$ cat config.mk
export PLATFORM = sky130hd
export DESIGN_NAME = thread_prio_presenter
export DESIGN_NICKNAME = d
export VERILOG_FILES = /design/src/rtl/tpp_pkg.sv /design/src/rtl/tpp_ring_ctx.sv /design/src/rtl/tpp_access_port.sv /design/src/rtl/thread_prio_presenter.sv
export SDC_FILE = /design/constraint.sdc
export NUM_CORES = 1
export LEC_CHECK = 0
export ABC_CLOCK_PERIOD_IN_PS = 7430
export CORE_ASPECT_RATIO = 1.5
export CORE_MARGIN = 5
export CORE_UTILIZATION = 63
export DETAILED_ROUTE_END_ITERATION = 10
export PLACE_DENSITY = 0.92
export SLEW_MARGIN = 15
export SYNTH_ARGS = -nofsm -noshare
export SYNTH_HDL_FRONTEND = slang
export SYNTH_SLANG_ARGS = --single-unit
$ cat constraint.sdc
create_clock -name clk -period 7.43 [get_ports clk]
set_clock_uncertainty 0.1 [all_clocks]
set_input_delay 0.743 -clock clk [delete_from_list [all_inputs] [get_ports clk]]
set_output_delay 0.743 -clock clk [all_outputs]
set_load 0.01 [all_outputs]
$ cat src/rtl/tpp_pkg.sv
package tpp_pkg;
    localparam int unsigned RINGS   = 4;
    localparam int unsigned NPRIO   = 8;
    localparam int unsigned PRW     = 8;
    localparam int unsigned RING_W  = $clog2(RINGS);
    localparam int unsigned PIDX_W  = $clog2(NPRIO);
    localparam int unsigned DATA_W  = 2 * PRW;
    localparam logic [PRW-1:0] PRIO_NONE = '1;

    typedef enum logic [1:0] {
        SEL_CPPR = 2'd0,
        SEL_ACK  = 2'd1,
        SEL_STAT = 2'd2,
        SEL_RSVD = 2'd3
    } reg_sel_e;

    // most favoured (lowest index) pending priority, PRIO_NONE if empty
    function automatic logic [PRW-1:0] pipr_of(input logic [NPRIO-1:0] buf_in);
        logic [PRW-1:0] res;
        res = PRIO_NONE;
        for (int i = NPRIO - 1; i >= 0; i--) begin
            if (buf_in[i]) res = PRW'(i);
        end
        return res;
    endfunction

    function automatic logic view_allows(input logic [RING_W-1:0] view,
                                         input logic [RING_W-1:0] ring);
        return ring >= view;
    endfunction
endpackage

$ cat src/rtl/tpp_ring_ctx.sv
module tpp_ring_ctx
    import tpp_pkg::*;
(
    input  logic              clk,
    input  logic              rst,
    input  logic              set_vld,
    input  logic [PIDX_W-1:0] set_prio,
    input  logic              cppr_we,
    input  logic [PRW-1:0]    cppr_wdata,
    input  logic              ack_req,
    output logic [NPRIO-1:0]  ipb,
    output logic [PRW-1:0]    cppr,
    output logic [PRW-1:0]    pipr,
    output logic              eo
);
    logic [NPRIO-1:0] ipb_q, set_mask, clr_mask;
    logic [PRW-1:0]   cppr_q;
    logic             eo_q, ack_hit;

    assign pipr    = pipr_of(ipb_q);
    assign ack_hit = ack_req && eo_q;

    always_comb begin
        set_mask = '0;
        clr_mask = '0;
        if (set_vld) set_mask[set_prio] = 1'b1;
        if (ack_hit) clr_mask[pipr[PIDX_W-1:0]] = 1'b1;
    end

    always_ff @(posedge clk) begin
        if (rst) begin
            ipb_q  <= '0;
            cppr_q <= '0;
            eo_q   <= 1'b0;
        end else begin
            ipb_q <= (ipb_q & ~clr_mask) | set_mask;
            if (ack_hit)      cppr_q <= pipr;
            else if (cppr_we) cppr_q <= cppr_wdata;
            eo_q <= ack_hit ? 1'b0 : (pipr < cppr_q);
        end
    end

    assign ipb  = ipb_q;
    assign cppr = cppr_q;
    assign eo   = eo_q;
endmodule

$ cat src/rtl/tpp_access_port.sv
module tpp_access_port
    import tpp_pkg::*;
(
    input  logic                        clk,
    input  logic                        rst,
    input  logic                        acc_valid,
    input  logic                        acc_write,
    input  logic [RING_W-1:0]           acc_page,
    input  logic [RING_W-1:0]           acc_ring,
    input  logic [1:0]                  acc_reg,
    input  logic [RINGS-1:0][NPRIO-1:0] ipb,
    input  logic [RINGS-1:0][PRW-1:0]   cppr,
    input  logic [RINGS-1:0][PRW-1:0]   pipr,
    input  logic [RINGS-1:0]            eo,
    output logic [RINGS-1:0]            cppr_we,
    output logic [RINGS-1:0]            ack_req,
    output logic [DATA_W-1:0]           rdata,
    output logic                        rvalid
);
    logic        allowed;
    reg_sel_e    sel;
    logic [DATA_W-1:0] rd_comb;

    assign allowed = view_allows(acc_page, acc_ring);
    assign sel     = reg_sel_e'(acc_reg);

    for (genvar r = 0; r < RINGS; r++) begin : g_dec
        logic hit;
        assign hit        = acc_valid && allowed && (acc_ring == RING_W'(r));
        assign cppr_we[r] = hit && acc_write && (sel == SEL_CPPR);
        assign ack_req[r] = hit && !acc_write && (sel == SEL_ACK);
    end

    always_comb begin
        rd_comb = '0;
        if (allowed) begin
            unique case (sel)
                SEL_CPPR: rd_comb = {{PRW{1'b0}}, cppr[acc_ring]};
                SEL_ACK:  rd_comb = {eo[acc_ring], {(PRW-1){1'b0}}, cppr[acc_ring]};
                SEL_STAT: rd_comb = {PRW'(ipb[acc_ring]), pipr[acc_ring]};
                default:  rd_comb = '0;
            endcase
        end
    end

    always_ff @(posedge clk) begin
        if (rst) begin
            rdata  <= '0;
            rvalid <= 1'b0;
        end else begin
            rvalid <= acc_valid && !acc_write;
            if (acc_valid && !acc_write) rdata <= rd_comb;
        end
    end
endmodule

$ cat src/rtl/thread_prio_presenter.sv
module thread_prio_presenter
    import tpp_pkg::*;
(
    input  logic                     clk,
    input  logic                     rst,
    input  logic                     ntf_valid,
    input  logic [RING_W-1:0]        ntf_ring,
    input  logic [PIDX_W-1:0]        ntf_prio,
    input  logic                     acc_valid,
    input  logic                     acc_write,
    input  logic [RING_W-1:0]        acc_page,
    input  logic [RING_W-1:0]        acc_ring,
    input  logic [1:0]               acc_reg,
    input  logic [PRW-1:0]           acc_wdata,
    output logic [DATA_W-1:0]        acc_rdata,
    output logic                     acc_rvalid,
    output logic [RINGS-1:0]         irq_out
);
    logic [RINGS-1:0][NPRIO-1:0] ipb_all;
    logic [RINGS-1:0][PRW-1:0]   cppr_all, pipr_all;
    logic [RINGS-1:0]            eo_all, cppr_we, ack_req;

    for (genvar r = 0; r < RINGS; r++) begin : g_ring
        tpp_ring_ctx u_ctx (
            .clk        (clk),
            .rst        (rst),
            .set_vld    (ntf_valid && (ntf_ring == RING_W'(r))),
            .set_prio   (ntf_prio),
            .cppr_we    (cppr_we[r]),
            .cppr_wdata (acc_wdata),
            .ack_req    (ack_req[r]),
            .ipb        (ipb_all[r]),
            .cppr       (cppr_all[r]),
            .pipr       (pipr_all[r]),
            .eo         (eo_all[r])
        );
    end

    tpp_access_port u_port (
        .clk       (clk),
        .rst       (rst),
        .acc_valid (acc_valid),
        .acc_write (acc_write),
        .acc_page  (acc_page),
        .acc_ring  (acc_ring),
        .acc_reg   (acc_reg),
        .ipb       (ipb_all),
        .cppr      (cppr_all),
        .pipr      (pipr_all),
        .eo        (eo_all),
        .cppr_we   (cppr_we),
        .ack_req   (ack_req),
        .rdata     (acc_rdata),
        .rvalid    (acc_rvalid)
    );

    assign irq_out = eo_all;
endmodule

==> out/metrics.cfg, run 1 <==
[synth]
synth_seq_cells = 85
syn-cell-area_mm2 = 0.005122
ys.flop_type = dfxtp_1
synth_edf_count = 0
async_flop_share = 0
syn-instance-count = 618
mappedNetlistNets = 672
ys_types = 64
synth-seq-area-share = 0.3322
synth.avg_cell_area_um2 = 8.289
yosysWarnings = 0

[detailed_routing]
viasPerCell = 6.989
wl_per_cell_um = 23.22
ant_nets = 0
routed_wl_mm = 17.48
dr.first_iter.drc_count = 698
vias = 5263
drcViolationCount = 0
drtPass1Iterations = 6

[timing]
drv_slew = 0
final_hold_viol_count = 0
relSlewSlack = 0.2374
rsz0062_at_grt = no
finalCriticalPeriod_ps = 3843
setup_slack_ps = 3587
setup_violations = 0
setup_tns_ps = 0
fmax_mhz = 260.2
fin_crit_sh = 0.5172
tightest_slew_ps = 1141

[power]
p_clk_frac = 0.427
swShare = 0.2637
powerDensity_mw_per_mm2 = 181.9
peakVddDrop_mv = 0.1445
p_leak_nw = 2.016
switchingPower_w = 0.0002818
power.total_w = 0.001069
p_int_w = 0.0007867
p_comb_frac = 0.133
p_seq_frac = 0.440

[cells_and_area]
design_area_mm2 = 0.005874
regArea_mm2 = 0.001702
n_fill_cell = 581
num-nets-final = 697
area_growth_syn_to_layout_pct = 14.68
antenna_cells = 0
multi_input_area_mm2 = 0.003102
final_cell_mix = 85 x dfxtp_1, 71 x a21oi_1, 59 x nor2_1
drive_above_1_share = 0.08025
layout_commonest_cell = dfxtp_1
utilization = 0.7382

[place]
detailedPlacementHpwl_mm = 12.87
dp_worst_setup_slack_ps = 3279
port_buffers = 44
routabilityCongestion = 1.047
placed_area_mm2 = 0.005562

[clock_network]
postCtsHoldBufs = 0
clk_pin_slew_ps = 60
cts_max_level = 3
cts_inserted_buffers = 9
cts_sinks = 85
cts_root_buffer = clkbuf_16
cts_tree = built
clock_path_buffers = 2
clk_latency_ps = 350
cts_setup_buffers = 0
postCtsResizedCells = 0

[setup_path]
critPathMaxFanout = 27
critPathLaunchType = input port
crit_slowest_cell = or2_0
critPathBufInv = 3
critPathMaxStageDelay_ps = 570
reg2reg_slack_ps = 4270
cp_cell_sequence = clkdlybuf4s50_1 -> buf_4 -> inv_1 -> ha_1 -> nor3b_1 -> or4b_4 -> or2_0 -> o311ai_0 -> o21ai_0
crit_type = input port to register
cp-end-kind = register
cp.arrival_ps = 3960
required_ps = 7540
crit_family = simple AND/OR/NAND/NOR gates

[floorplanning]
pin_count = 45
core_mm2 = 0.007958
start_util = 0.6437
die_w_um = 83.63
row_count = 40
die_height_um = 120.4
die_area_mm2 = 0.01007

[job]
cap_violations = 0

[global_route]
grt.total_usage = 0.3493
grt_pass1_vias = 5074
grt_antenna_before_repair = 0
grt_first_pass_wirelength_mm = 27.03
gr-total-overflow = 0
grt_max_degree = 59

[min_path]
min_path_type = register to register

[status]
status = finished clean

state kept, by name (all words and copies together) (netlist names):
| signal | cells |
|---|---|
| u_port.rvalid | 1 |
| u_port.rdata | 16 |
| g_ring.u_ctx.eo | 4 |
| g_ring.u_ctx.cppr | 32 |
| g_ring.u_ctx.ipb | 32 |
power groups by stage:
stage,Sequential (W),Clock (W),Combinational (W)
global placement,0.000480,0,0.000128
CTS,0.000470,0.000455,0.000137
global route,0.000471,0.000478,0.000154
detailed placement,0.000480,0,0.000135
finish,0.000470,0.000456,0.000142
floorplan,0.000477,0,0.0000869
metrics by stage:
stage | std cells | hold WS, ps
finish | 753 | 393.2
global route | 753 | 430.0
CTS | 753 | 394.5
detailed placement | 737 | 379.5
global placement | 737 | 376.3
floorplan | 618 | 363.8
cell families (layout without fill, tap and decap cells):
group	count (synthesis)	count (layout)	share of synthesized area
muxes	23	23	0.08916
adders and majority gates	30	30	0.07328
AOI/OAI and AO/OA	208	208	0.2516
buffers and inverters	82	112	0.06717
and+or+nand+nor	190	190	0.1866
DFF	85	85	0.3322
path summary, 6_finish.rpt:
kind / to / depth (start not counted) / startpoint
setup / recovery: g_ring[3].u_ctx.ipb[6]$_SDFF_PP0_ / 9 / acc_ring[0]
setup reg to reg: g_ring[1].u_ctx.eo$_SDFF_PP0_ / 7 / g_ring[1].u_ctx.ipb[3]$_SDFF_PP0_
hold reg to reg: u_port.rdata[15]$_SDFFE_PP0P_ / 2 / u_port.rdata[15]$_SDFFE_PP0P_
hold / removal: u_port.rdata[15]$_SDFFE_PP0P_ / 2 / u_port.rdata[15]$_SDFFE_PP0P_
synthesized netlist by cell type, drive strengths merged, types with 8 or more instances:
| library cell | number | area, um^2 |
|---|---|---|
| clkbuf | 18 | 68.81 |
| inv | 48 | 180.2 |
| a22oi | 20 | 150.1 |
| nor3 | 22 | 115.1 |
| dfxtp | 85 | 1702 |
| nand4 | 8 | 50.05 |
| nor2b | 9 | 63.81 |
| a21oi | 71 | 355.3 |
| o21ai | 50 | 250.2 |
| nand2 | 34 | 127.6 |
| mux4 | 18 | 405.4 |
| buf | 16 | 95.09 |
| nor2 | 59 | 221.5 |
| ha | 30 | 375.4 |
| nand3 | 18 | 90.09 |
tightest hold or removal path, cell delays in order, from the launching register on:
cell,delay [ps]
dfxtp_1,320
a21oi_1,60
nor2_1,70
final cells by class:
class	instances	share of cell area
multi-input combinational	451	0.5280
sequential	85	0.2897
timing repair buffer	48	0.07923
clock buffer	12	0.04196
inverter	48	0.03067
tap	105	0.02236
clock inverter	4	0.008094
layer usage:
metal	GRT usage	part of all wire	vias up	wire length (um)
met5	0	0	-	0
met4	0.2827	0.093	0	1624
met3	0.07839	0.085	121	1489
met2	0.6016	0.50	383	8700
met1	0.3590	0.32	2422	5667
li1	-	-	2337	-
No activity file was read; power rests on OpenSTA's default activity.
==> run 2, diff against run 1 <==
Settings changed: ABC_CLOCK_PERIOD_IN_PS 7430 to 3100, CORE_UTILIZATION 63 to 53, PLACE_DENSITY 0.92 to 0.83.
Clock period 7.43 ns to 3.1 ns, I/O delays scaled along.
==> out/metrics.cfg, run 2 (synthesis results as in run 1) <==
[detailed_routing]
ant_nets = 0
viasPerCell = 6.684
routed_wl_mm = 16.76
wl_per_cell_um = 21.45
drtPass1Iterations = 7
drcViolationCount = 0
vias = 5220
dr.first_iter.drc_count = 480

[cells_and_area]
area_growth_syn_to_layout_pct = 17.00
num-nets-final = 715
instances_no_fill = 781
n_fill_cell = 842
drive_above_1_share = 0.1051
final_cell_mix = 85 x dfxtp_1, 71 x a21oi_1, 59 x nor2_1
antenna_cells = 0
layout_commonest_cell = dfxtp_1
design_area_mm2 = 0.005993

[timing]
setup_tns_ps = 0
fmax_mhz = 383.9
relSlewSlack = 0.2971
drv_slew = 0
finalCriticalPeriod_ps = 2605
setup_slack_ps = 495.3
rsz0062_at_grt = no
setup_violations = 0
fin_crit_sh = 0.8402
tightest_slew_ps = 1053
final_hold_viol_count = 0

[floorplanning]
start_util = 0.5347
row_count = 44
die_height_um = 130.4
die_w_um = 90.27
die_area_mm2 = 0.01177
core_mm2 = 0.009579
pin_count = 45

[power]
p_leak_nw = 2.091
peakVddDrop_mv = 0.3428
powerDensity_mw_per_mm2 = 419.2
power.total_w = 0.002512

[clock_network]
cts_tree = built
cts_root_buffer = clkbuf_16
cts_inserted_buffers = 9
postCtsResizedCells = 0
clk_pin_slew_ps = 60
cts_max_level = 3
cts_setup_buffers = 0
clk_latency_ps = 350
postCtsHoldBufs = 0
cts_sinks = 85
clock_path_buffers = 2

[global_route]
grt_pass1_vias = 4961
grt_antenna_before_repair = 0
grt_first_pass_wirelength_mm = 25.95
grt_max_degree = 58
grt.total_usage = 0.2850
gr-total-overflow = 0

[place]
placed_area_mm2 = 0.005709
routabilityCongestion = 0.9694
place_inst = 765
detailedPlacementHpwl_mm = 12.67
port_buffers = 44
dp_worst_setup_slack_ps = 151.5

[setup_path]
critPathMaxFanout = 7
critPathLaunchType = input port
cp.arrival_ps = 2720
required_ps = 3210
cp-end-kind = register
crit_type = input port to register
reg2reg_slack_ps = 500

[min_path]
min_path_type = register to register

[job]
cap_violations = 0

[status]
status = finished clean

run 2: path summary, 6_finish.rpt:
check                                    start                                end  depth (start not counted)
max                                acc_ring[0]  g_ring[3].u_ctx.ipb[5]$_SDFF_PP0_                          8
min              u_port.rdata[15]$_SDFFE_PP0P_      u_port.rdata[15]$_SDFFE_PP0P_                          2
max reg2reg  g_ring[0].u_ctx.ipb[1]$_SDFF_PP0_      g_ring[0].u_ctx.eo$_SDFF_PP0_                         10
min reg2reg      u_port.rdata[15]$_SDFFE_PP0P_      u_port.rdata[15]$_SDFFE_PP0P_                          2
run 2: layout make-up:
class | count | area, um^2 | share of cell area
repair buffers | 66 | 600.6 | 0.1002
flip-flops and latches | 85 | 1702 | 0.2839
clock buffers | 9 | 225.2 | 0.03758
inverters | 48 | 180.2 | 0.03006
clock inverters | 7 | 58.81 | 0.009812
multi-input cells | 451 | 3083 | 0.5144
well taps | 115 | 143.9 | 0.02401
run 2: layer usage:
metal,part of all wire,track usage,vias up
li1,-,-,2380
met1,0.34,0.2994,2453
met2,0.50,0.5017,293
met3,0.063,0.04639,94
met4,0.094,0.2349,0
met5,0,0,-
run 2: worst max-delay path, stage by stage:
cell	delay, ps
clkdlybuf4s50_1	510
inv_1	80
ha_1	280
nor3b_1	70
or4b_4	570
or2_0	350
o311ai_0	390
o21ai_0	150
run 2: per-stage QoR:
step                hold WS [ps]  utilization
global placement           368.1       0.5960
CTS                        401.0       0.6257
finish                     394.2       0.6257
detailed placement         386.1       0.5960
global route               437.9       0.6257
floorplan                  353.3            -
run 2: where the power goes:
group / internal, W / switching [W]
clock network: 0.000554 / 0.000488
logic: 0.000141 / 0.000202
registers: 0.00111 / 0.0000199
total: 0.00180 / 0.000710
==> run 3, diff against run 2 <==
Settings changed: ABC_CLOCK_PERIOD_IN_PS 3100 to 2600, CORE_UTILIZATION 53 to 58, PLACE_DENSITY 0.83 to 0.86.
Clock period 3.1 ns to 2.6 ns, I/O delays scaled along.
==> out/metrics.cfg, run 3 (synthesis results as in run 1) <==
[setup_path]
cp-end-kind = register
cp.arrival_ps = 2660
critPathMaxFanout = 5
required_ps = 2750
reg2reg_slack_ps = 90
critPathLaunchType = register
r2r_cells = 9
crit_type = register to register
r2r-end = g_ring[1].u_ctx.eo$_SDFF_PP0_
r2r-start = g_ring[1].u_ctx.ipb[3]$_SDFF_PP0_

[timing]
final_hold_viol_count = 0
finalCriticalPeriod_ps = 2508
setup_violations = 0
rsz0062_at_grt = no
fmax_mhz = 398.7
relSlewSlack = 0.3325
hold_slack_ps = 264.6
drv_slew = 0
tightest_slew_ps = 1000
fin_crit_sh = 0.9647

[floorplanning]
die_height_um = 125.1
die_w_um = 86.73
die_area_mm2 = 0.01085
start_util = 0.5872
pin_count = 45
row_count = 42
core_mm2 = 0.008723

[cells_and_area]
layout_commonest_cell = dfxtp_1
multi_input_area_mm2 = 0.003109
design_area_mm2 = 0.006296
num-nets-final = 747
utilization = 0.7217
regArea_mm2 = 0.001702
antenna_cells = 0
drive_above_1_share = 0.1504
final_cell_mix = 85 x dfxtp_1, 71 x a21oi_1, 58 x nor2_1
area_growth_syn_to_layout_pct = 22.91
n_fill_cell = 694

[global_route]
grt.total_usage = 0.3311
grt_pass1_vias = 5491
grt_max_degree = 34
grt_first_pass_wirelength_mm = 27.54
gr-total-overflow = 0
grt_antenna_before_repair = 0

[clock_network]
cts_sinks = 85
postCtsHoldBufs = 0
cts_inserted_buffers = 9
cts_setup_buffers = 0
clock_path_buffers = 2
cts_max_level = 3
cts_tree = built
clk_latency_ps = 350
clk_pin_slew_ps = 60
cts_root_buffer = clkbuf_16

[place]
port_buffers = 44
routabilityCongestion = 1.003
placed_area_mm2 = 0.005943
detailedPlacementHpwl_mm = 13.47

[power]
p_leak_nw = 2.291
p_seq_frac = 0.417
p_clk_frac = 0.444
powerDensity_mw_per_mm2 = 511.7
p_comb_frac = 0.139
switchingPower_w = 0.0008170
peakVddDrop_mv = 0.4070
swShare = 0.2536
p_int_w = 0.002404

[status]
status = finished clean

[detailed_routing]
ant_nets = 0
vias = 5362
dr.first_iter.drc_count = 639
drtPass1Iterations = 6
wl_per_cell_um = 21.62
routed_wl_mm = 17.47
drcViolationCount = 0
viasPerCell = 6.636

[min_path]
hold_start = rst
holdPathEnd = u_port.rdata[15]$_SDFFE_PP0P_
min_path_type = input port to register
worstHoldPathCells = 2

[job]
cap_violations = 0

==> run 3: changes by cell type in the layout (fill, tap and decap cells not counted), moves of 2 or more <==
cell,previous run,this run
inv_2,1,3
clkinvlp_4,2,0
clkinv_2,0,2
o311ai_1,0,2
buf_4,22,54
bufinv_16,0,2
inv_6,3,0
inv_1,47,45
clkinv_4,2,0
o311ai_0,6,4
nor4_4,0,2
clkbuf_8,0,2
==> run 3: critical path, stage by stage, from the launching register on <==
cell     delay [ps]
dfxtp_1         370
nor4_4          400
nand4_1         330
inv_1           160
buf_4           150
ha_1            260
a21o_1          170
a21oi_1         170
a21oi_1         100
nor4_1          200
==> run 3: metal layers <==
| metal | global-route usage | routed length [um] | up-vias |
|---|---|---|---|
| li1 | - | - | 2441 |
| met1 | 0.3418 | 6043 | 2492 |
| met2 | 0.5316 | 8411 | 292 |
| met3 | 0.06057 | 975 | 137 |
| met4 | 0.3404 | 2038 | 0 |
| met5 | 0 | 0 | - |
==> run 3: what timing repair did <==
item	4_1_cts	5_1_grt
endpoints found under the setup margin	1	6
endpoints found under the hold margin	0	0
resized for setup	1	8
==> run 3: layout make-up <==
class	instances	area share
Tap cell	110	0.02186
Clock buffer	12	0.04074
Inverter	48	0.02862
Timing Repair Buffer	98	0.1335
Clock inverter	4	0.01113
Multi-Input combinational cell	451	0.4938
Sequential cell	85	0.2703
==> run 3: stage by stage <==
step	power, W	std cells	worst slack [ps]	setup TNS, ps
CTS	0.003205	808	17.98	0
floorplan	0.001612	618	197.2	0
global placement	0.001784	792	-177.8	-3392
detailed placement	0.001802	792	-221.2	-4685
finish	0.003221	808	91.84	0
global route	0.003303	808	12.22	0
==> run 3: power by group through the flow <==
| stage | clock network [W] | registers (W) | logic [W] |
|---|---|---|---|
| 5_1_grt | 0.00148 | 0.00134 | 0.000481 |
| 4_1_cts | 0.00143 | 0.00134 | 0.000435 |
| 3_5_place_dp | 0 | 0.00137 | 0.000431 |
| 6_report | 0.00143 | 0.00134 | 0.000446 |
| 3_3_place_gp | 0 | 0.00137 | 0.000413 |
| 2_1_floorplan | 0 | 0.00136 | 0.000248 |
==> run 3: worst max path at each step <==
stage / cells after the start / endpoint / startpoint / slack, ps
4_1_cts: 8 / g_ring[1].u_ctx.eo$_SDFF_PP0_ / g_ring[1].u_ctx.ipb[3]$_SDFF_PP0_ / 20
3_5_place_dp: 8 / g_ring[2].u_ctx.ipb[5]$_SDFF_PP0_ / acc_ring[0] / -220
6_report: 9 / g_ring[1].u_ctx.eo$_SDFF_PP0_ / g_ring[1].u_ctx.ipb[3]$_SDFF_PP0_ / 90
5_1_grt: 9 / g_ring[3].u_ctx.eo$_SDFF_PP0_ / g_ring[3].u_ctx.ipb[3]$_SDFF_PP0_ / 10
3_3_place_gp: 8 / g_ring[2].u_ctx.ipb[6]$_SDFF_PP0_ / acc_ring[0] / -180
2_1_floorplan: 9 / g_ring[2].u_ctx.ipb[5]$_SDFF_PP0_ / acc_ring[0] / 200
